==> src/rtl/ts_range_ext_pkg.sv <==
package ts_range_ext_pkg;

   typedef enum logic {
      EDGE_FALL = 1'b0,
      EDGE_RISE = 1'b1
   } edge_e;

   function automatic logic [1:0] marker_step(input logic new_edge, input logic last_edge);
      return (new_edge == last_edge) ? 2'd2 : 2'd1;
   endfunction

endpackage

==> src/rtl/ts_marker_tracker.sv <==
module ts_marker_tracker
   import ts_range_ext_pkg::*;
#(
   parameter int EXT_W     = 32,
   parameter int SKEW_RECS = 2
) (
   input  logic             clk,
   input  logic             rst,
   input  logic             mark_hit,
   input  logic             event_hit,
   input  logic             mark_edge,
   output logic [EXT_W-1:0] half_cnt,
   output logic             win_open
);
   localparam int WIN_W = $clog2(SKEW_RECS + 2);

   logic [EXT_W-1:0] half_q;
   edge_e            pol_q;
   logic [WIN_W-1:0] win_q;

   always_ff @(posedge clk) begin
      if (rst) begin
         half_q <= '0;
         pol_q  <= EDGE_FALL;
         win_q  <= '0;
      end else if (mark_hit) begin
         half_q <= half_q + EXT_W'(marker_step(mark_edge, pol_q));
         pol_q  <= edge_e'(mark_edge);
         win_q  <= WIN_W'(SKEW_RECS);
      end else if (event_hit && (win_q != '0)) begin
         win_q  <= win_q - 1'b1;
      end
   end

   assign half_cnt = half_q;
   assign win_open = (win_q != '0);

endmodule

==> src/rtl/ts_event_widener.sv <==
module ts_event_widener #(
   parameter int EXT_W  = 32,
   parameter int FINE_W = 16,
   localparam int STAMP_W = EXT_W + FINE_W - 1
) (
   input  logic [EXT_W-1:0]   half_cnt,
   input  logic               win_open,
   input  logic [FINE_W-1:0]  fine,
   output logic [STAMP_W-1:0] stamp
);
   logic             late_hit;
   logic [EXT_W-1:0] half_eff;

   // an upper-half sample seen right after an even count belongs before the wrap
   assign late_hit = win_open && fine[FINE_W-1] && !half_cnt[0] && (half_cnt != '0);
   assign half_eff = late_hit ? (half_cnt - 1'b1) : half_cnt;
   assign stamp    = (STAMP_W'(half_eff >> 1) << FINE_W) | STAMP_W'(fine);

endmodule

==> src/rtl/ts_out_stage.sv <==
module ts_out_stage #(
   parameter int CH_W    = 3,
   parameter int STAMP_W = 47,
   parameter bit OUT_REG = 1'b1
) (
   input  logic               clk,
   input  logic               rst,
   input  logic               d_vld,
   input  logic [CH_W-1:0]    d_chan,
   input  logic               d_edge,
   input  logic [STAMP_W-1:0] d_stamp,
   output logic               q_vld,
   output logic [CH_W-1:0]    q_chan,
   output logic               q_edge,
   output logic [STAMP_W-1:0] q_stamp
);
   if (OUT_REG) begin : g_reg
      always_ff @(posedge clk) begin
         if (rst) begin
            q_vld   <= 1'b0;
            q_chan  <= '0;
            q_edge  <= 1'b0;
            q_stamp <= '0;
         end else begin
            q_vld   <= d_vld;
            q_chan  <= d_chan;
            q_edge  <= d_edge;
            q_stamp <= d_stamp;
         end
      end
   end else begin : g_wire
      assign q_vld   = d_vld;
      assign q_chan  = d_chan;
      assign q_edge  = d_edge;
      assign q_stamp = d_stamp;
   end

endmodule

==> src/rtl/ts_range_ext.sv <==
module ts_range_ext #(
   parameter int CH_W      = 3,
   parameter int FINE_W    = 16,
   parameter int EXT_W     = 32,
   parameter int MARKER_CH = 7,
   parameter int SKEW_RECS = 2,
   parameter bit OUT_REG   = 1'b1,
   localparam int STAMP_W  = EXT_W + FINE_W - 1
) (
   input  logic               clk,
   input  logic               rst,
   input  logic               in_vld,
   input  logic [CH_W-1:0]    in_chan,
   input  logic               in_edge,
   input  logic [FINE_W-1:0]  in_fine,
   output logic               out_vld,
   output logic [CH_W-1:0]    out_chan,
   output logic               out_edge,
   output logic [STAMP_W-1:0] out_stamp
);
   if (FINE_W < 4) begin : g_chk_fine
      $error("ts_range_ext: FINE_W must be at least 4");
   end
   if (EXT_W < 32) begin : g_chk_ext
      $error("ts_range_ext: EXT_W must be at least 32");
   end
   if (MARKER_CH < 0 || MARKER_CH >= (1 << CH_W)) begin : g_chk_mark
      $error("ts_range_ext: MARKER_CH outside channel space");
   end
   if (SKEW_RECS < 0) begin : g_chk_skew
      $error("ts_range_ext: SKEW_RECS must not be negative");
   end

   logic               mark_hit;
   logic               event_hit;
   logic [EXT_W-1:0]   half_cnt;
   logic               win_open;
   logic [STAMP_W-1:0] stamp_d;

   assign mark_hit  = in_vld && (in_chan == CH_W'(MARKER_CH));
   assign event_hit = in_vld && (in_chan != CH_W'(MARKER_CH));

   ts_marker_tracker #(
      .EXT_W     (EXT_W),
      .SKEW_RECS (SKEW_RECS)
   ) i_tracker (
      .clk       (clk),
      .rst       (rst),
      .mark_hit  (mark_hit),
      .event_hit (event_hit),
      .mark_edge (in_edge),
      .half_cnt  (half_cnt),
      .win_open  (win_open)
   );

   ts_event_widener #(
      .EXT_W  (EXT_W),
      .FINE_W (FINE_W)
   ) i_widener (
      .half_cnt (half_cnt),
      .win_open (win_open),
      .fine     (in_fine),
      .stamp    (stamp_d)
   );

   ts_out_stage #(
      .CH_W    (CH_W),
      .STAMP_W (STAMP_W),
      .OUT_REG (OUT_REG)
   ) i_out (
      .clk     (clk),
      .rst     (rst),
      .d_vld   (event_hit),
      .d_chan  (in_chan),
      .d_edge  (in_edge),
      .d_stamp (stamp_d),
      .q_vld   (out_vld),
      .q_chan  (out_chan),
      .q_edge  (out_edge),
      .q_stamp (out_stamp)
   );

endmodule

==> config.mk <==
export PLATFORM = sky130hd
export DESIGN_NAME = ts_range_ext
export DESIGN_NICKNAME = d
export VERILOG_FILES = /design/src/rtl/ts_range_ext_pkg.sv /design/src/rtl/ts_marker_tracker.sv /design/src/rtl/ts_event_widener.sv /design/src/rtl/ts_out_stage.sv /design/src/rtl/ts_range_ext.sv
export SDC_FILE = /design/constraint.sdc
export NUM_CORES = 1
export LEC_CHECK = 0
export ABC_AREA = 0
export BUFFER_PORTS_ARGS = -buffer_cell sky130_fd_sc_hd__buf_2
export CAP_MARGIN = 20
export CELL_PAD_IN_SITES_DETAIL_PLACEMENT = 0
export CELL_PAD_IN_SITES_GLOBAL_PLACEMENT = 1
export CORE_AREA = 2 2 88 107
export DETAILED_ROUTE_END_ITERATION = 10
export DIE_AREA = 0 0 90 109
export PLACE_DENSITY = 0.93
export SLEW_MARGIN = 10
export SYNTH_ARGS = -nofsm -noshare
export SYNTH_HDL_FRONTEND = slang
export SYNTH_SLANG_ARGS = --single-unit
==> constraint.sdc <==
create_clock -name clk -period 7.3 [get_ports clk]
set_input_delay 0.73 -clock clk [delete_from_list [all_inputs] [get_ports clk]]
set_output_delay 0.73 -clock clk [all_outputs]
set_load 0.01 [all_outputs]
==> results.md <==
| Result | This run |
|---|---|
| Pin count of the biggest net entering global routing | 93 |
| Most common library cell in the layout ignoring fill and taps | sky130_fd_sc_hd__dfxtp_1 |
| Clock slew seen by the registers of the worst setup and hold paths | 80 ps |
| Number of warnings issued by yosys | 0 |
| Final Skew | 10.25 ps |
| Number of endpoints failing setup at the final stage | 0 |
| Post-Layout Cell Count | 606 |
| First-pass GRT wire length | 13.80 mm |
| Number of global-route vias before repair | 3010 |
| Wire per inst | 13.39 um |
| Leakage power | 0.001875 uW |
| Crit end category | register |
| Standard-cell row count | 38 |
| Sink count of the clock tree | 87 |
| Cell count after synthesis | 427 |
| Number of nets produced by synthesis | 456 |
| Unrepaired setup endpoints after global routing | no |
| Setup Total Neg Slack | 0 ps |
| Wirelength, routed | 8.112 mm |
| #FFs+latches synth | 87 |
| Via density per instance | 5.272 |
| H-Tree Depth | 3 |
| Grt total ovfl | 0 |
| Number of buffers added by the clock tree synthesis step | 9 |
| Aggregate global-route resource usage | 0.1735 |
| Highest Clock Rate | 0.3316 GHz |
| Power density over the cells | 188.5 mW/mm2 |
| Count of vias placed by the detailed router | 3195 |
| Final Slew Violations | 0 |
| Final-stage net count | 512 |
| Transition time at the pin with the least slew margin | 1013 ps |
| Detailed router's first-iteration violation count | 157 |
| Clock tree root buffer cell | sky130_fd_sc_hd__clkbuf_8 |
| Hpwl dp | 5.592 mm |
| Worst endpoint data arrival time | 3240 ps |
| Post-Route Hold Slack | 496.8 ps |
| Register-to-register setup slack | 4400 ps |
| Number of detailed-route iterations in the first pass | 4 |
| Initial cell density of the core | 0.4386 |
| Placeable Area | 0.008843 mm2 |
| Outcome | finished, final reports clean |
| Netlist cell types | 47 |
| Maximum fanout encountered on the critical timing path | 13 |
| Shortest period the worst path allows | 3016 ps |
| Count of buffers added by post-CTS timing repair for setup | 0 |
| Worst Path Class, Setup | in -> reg |
| Cell total after placement | 592 |
| Endpoint required time on the critical path | 7530 ps |
| Share of flip-flops with an asynchronous set or reset after synthesis | 0 |
| Sequential-to-total area share from yosys stat | 0.4490 |
| Height of the die | 109 um |
| Width of the die | 90 um |
| Post-route fraction of the period consumed by the critical path | 0.4131 |
| Full die area | 0.009810 mm2 |
| Slew Limit Headroom | 0.3152 |
| Proportion of layout cells with a drive suffix above 1 | 0.2449 |
| Number of flops mapped to enable cells by yosys | 0 |
| Final Hold Vio Count | 0 |
| Mapped Avg Cell Area | 9.084 um2 |
| Max-cap check violation count | 0 |
| Area growth from synthesis to layout | 14.90% |
| Clock tree from TritonCTS | yes |
| Synth Flop Type | sky130_fd_sc_hd__dfxtp_1 |
| Commonest cells after routing, fill and taps aside | 87 x sky130_fd_sc_hd__dfxtp_1, 74 x sky130_fd_sc_hd__buf_2, 56 x sky130_fd_sc_hd__nor2_1, 36 x sky130_fd_sc_hd__nor2b_1 |
| Number of buffers inserted by port buffering | 74 |
| # DRC | 0 |
| Global placer's final weighted congestion | 0.8496 |
| Post-layout util | 0.5040 |
| Worst-skew pair later-pin latency | 360 ps |
| Total I/O pin count | 75 |
| Post-CTS resize count | 0 |
| Post-route antenna net violation count | 0 |
| Count of inserted antenna diode cells | 0 |
| Initial antenna violation count | 0 |
| Clock buffer depth | 2 |
| Total of hold buffers inserted after clock tree synthesis | 0 |
| Path category of the worst min-delay check | reg -> reg |
| Area of the mapped netlist | 0.003879 mm2 |
| CP startpoint kind | input port |
| Worst ir drop on vdd | 76.46 uV |
[sequential cells by signal (all words and copies together) (netlist names)]
name                flops
i_out.q_stamp          47
i_tracker.pol_q         1
i_out.q_edge            1
i_tracker.half_cnt     32
i_tracker.win_q         2
i_out.q_vld             1
i_out.q_chan            3
[worst max-delay path, stage by stage]
cell                      delay [ps]
sky130_fd_sc_hd__buf_2           100
sky130_fd_sc_hd__xor2_1          290
sky130_fd_sc_hd__ha_1            240
sky130_fd_sc_hd__inv_1            60
sky130_fd_sc_hd__fa_1            380
sky130_fd_sc_hd__nor2b_1         200
sky130_fd_sc_hd__nand4_1         510
sky130_fd_sc_hd__nor4b_1         530
sky130_fd_sc_hd__xnor2_1         160
sky130_fd_sc_hd__nor2_1           50
[area by class of cell]
type | count | area (um2)
clock inverters | 1 | 5.005
clock buffers | 13 | 158.9
repair buffers | 75 | 377.9
inverters | 9 | 33.78
well taps | 120 | 150.1
multi-input cells | 301 | 1989
fillers | 894 | 4387
flip-flops and latches | 87 | 1742
[worst paths after layout]
kind / start / endpoint / depth (start not counted)
worst max-delay path: in_edge / i_tracker.half_cnt[30]$_SDFFE_PP0P_ / 10
worst min-delay path: i_tracker.win_q[1]$_SDFFE_PP0P_ / i_tracker.win_q[1]$_SDFFE_PP0P_ / 2
worst max register to register: i_tracker.half_cnt[24]$_SDFFE_PP0P_ / i_out.q_stamp[28]$_SDFF_PP0_ / 5
worst min register to register: i_tracker.win_q[1]$_SDFFE_PP0P_ / i_tracker.win_q[1]$_SDFFE_PP0P_ / 2
[cells by family (layout without fill, tap and decap cells)]
family          count (synthesis)  in the layout  synth area share
flops                          87             87            0.4490
compound gates                 31             31           0.04968
xor+xnor                       26             26           0.05871
fa+ha+maj                       6              6           0.02129
simple gates                  213            213            0.3094
mux                            25             25           0.07226
buf+inv                        39             98           0.03968
[stage by stage]
stage	setup slack (ps)	area, um2	total power, uW
6_report	4284	4457	839.9
5_1_grt	3827	4457	874.9
4_1_cts	4246	4457	850.6
3_5_place_dp	3865	4293	557.3
3_3_place_gp	3920	4293	554.6
2_1_floorplan	4455	3879	535.6
[power by group]
part / internal (uW) / switching (uW) / leakage, uW
clock: 138 / 156 / 0.0000854
sequential: 483 / 2.54 / 0.000707
combinational: 24.2 / 35.7 / 0.00108
total: 646 / 194 / 0.00187
[synth_stat cells (3+ instances only)]
cell	n	area share
sky130_fd_sc_hd__nand4_1	14	0.023
sky130_fd_sc_hd__nand3_1	12	0.015
sky130_fd_sc_hd__xor2_1	10	0.023
sky130_fd_sc_hd__or4_1	8	0.015
sky130_fd_sc_hd__inv_1	9	0.0087
sky130_fd_sc_hd__or3_1	7	0.011
sky130_fd_sc_hd__dfxtp_1	87	0.45
sky130_fd_sc_hd__nand2_1	15	0.015
sky130_fd_sc_hd__and3_1	4	0.0065
sky130_fd_sc_hd__ha_1	5	0.016
sky130_fd_sc_hd__nor3_1	24	0.031
sky130_fd_sc_hd__and4_1	7	0.016
sky130_fd_sc_hd__clkbuf_1	24	0.023
sky130_fd_sc_hd__mux2_2	24	0.070
sky130_fd_sc_hd__buf_2	3	0.0039
sky130_fd_sc_hd__nor2b_1	36	0.058
sky130_fd_sc_hd__nor4_1	14	0.023
sky130_fd_sc_hd__o31ai_1	4	0.0077
sky130_fd_sc_hd__a21oi_1	12	0.015
sky130_fd_sc_hd__o21ai_0	7	0.0090
sky130_fd_sc_hd__xnor2_1	16	0.036
sky130_fd_sc_hd__nor2_1	56	0.054
[metal layers]
layer | track usage | wire (um) | up-vias
met3 | 0.02833 | 362 | 19
met4 | 0.09890 | 228 | 0
met2 | 0.3045 | 3950 | 89
li1 | - | - | 1603
met1 | 0.2027 | 3570 | 1484
met5 | 0 | 0 | -
Note: power is estimated with default switching activity, not from simulation.
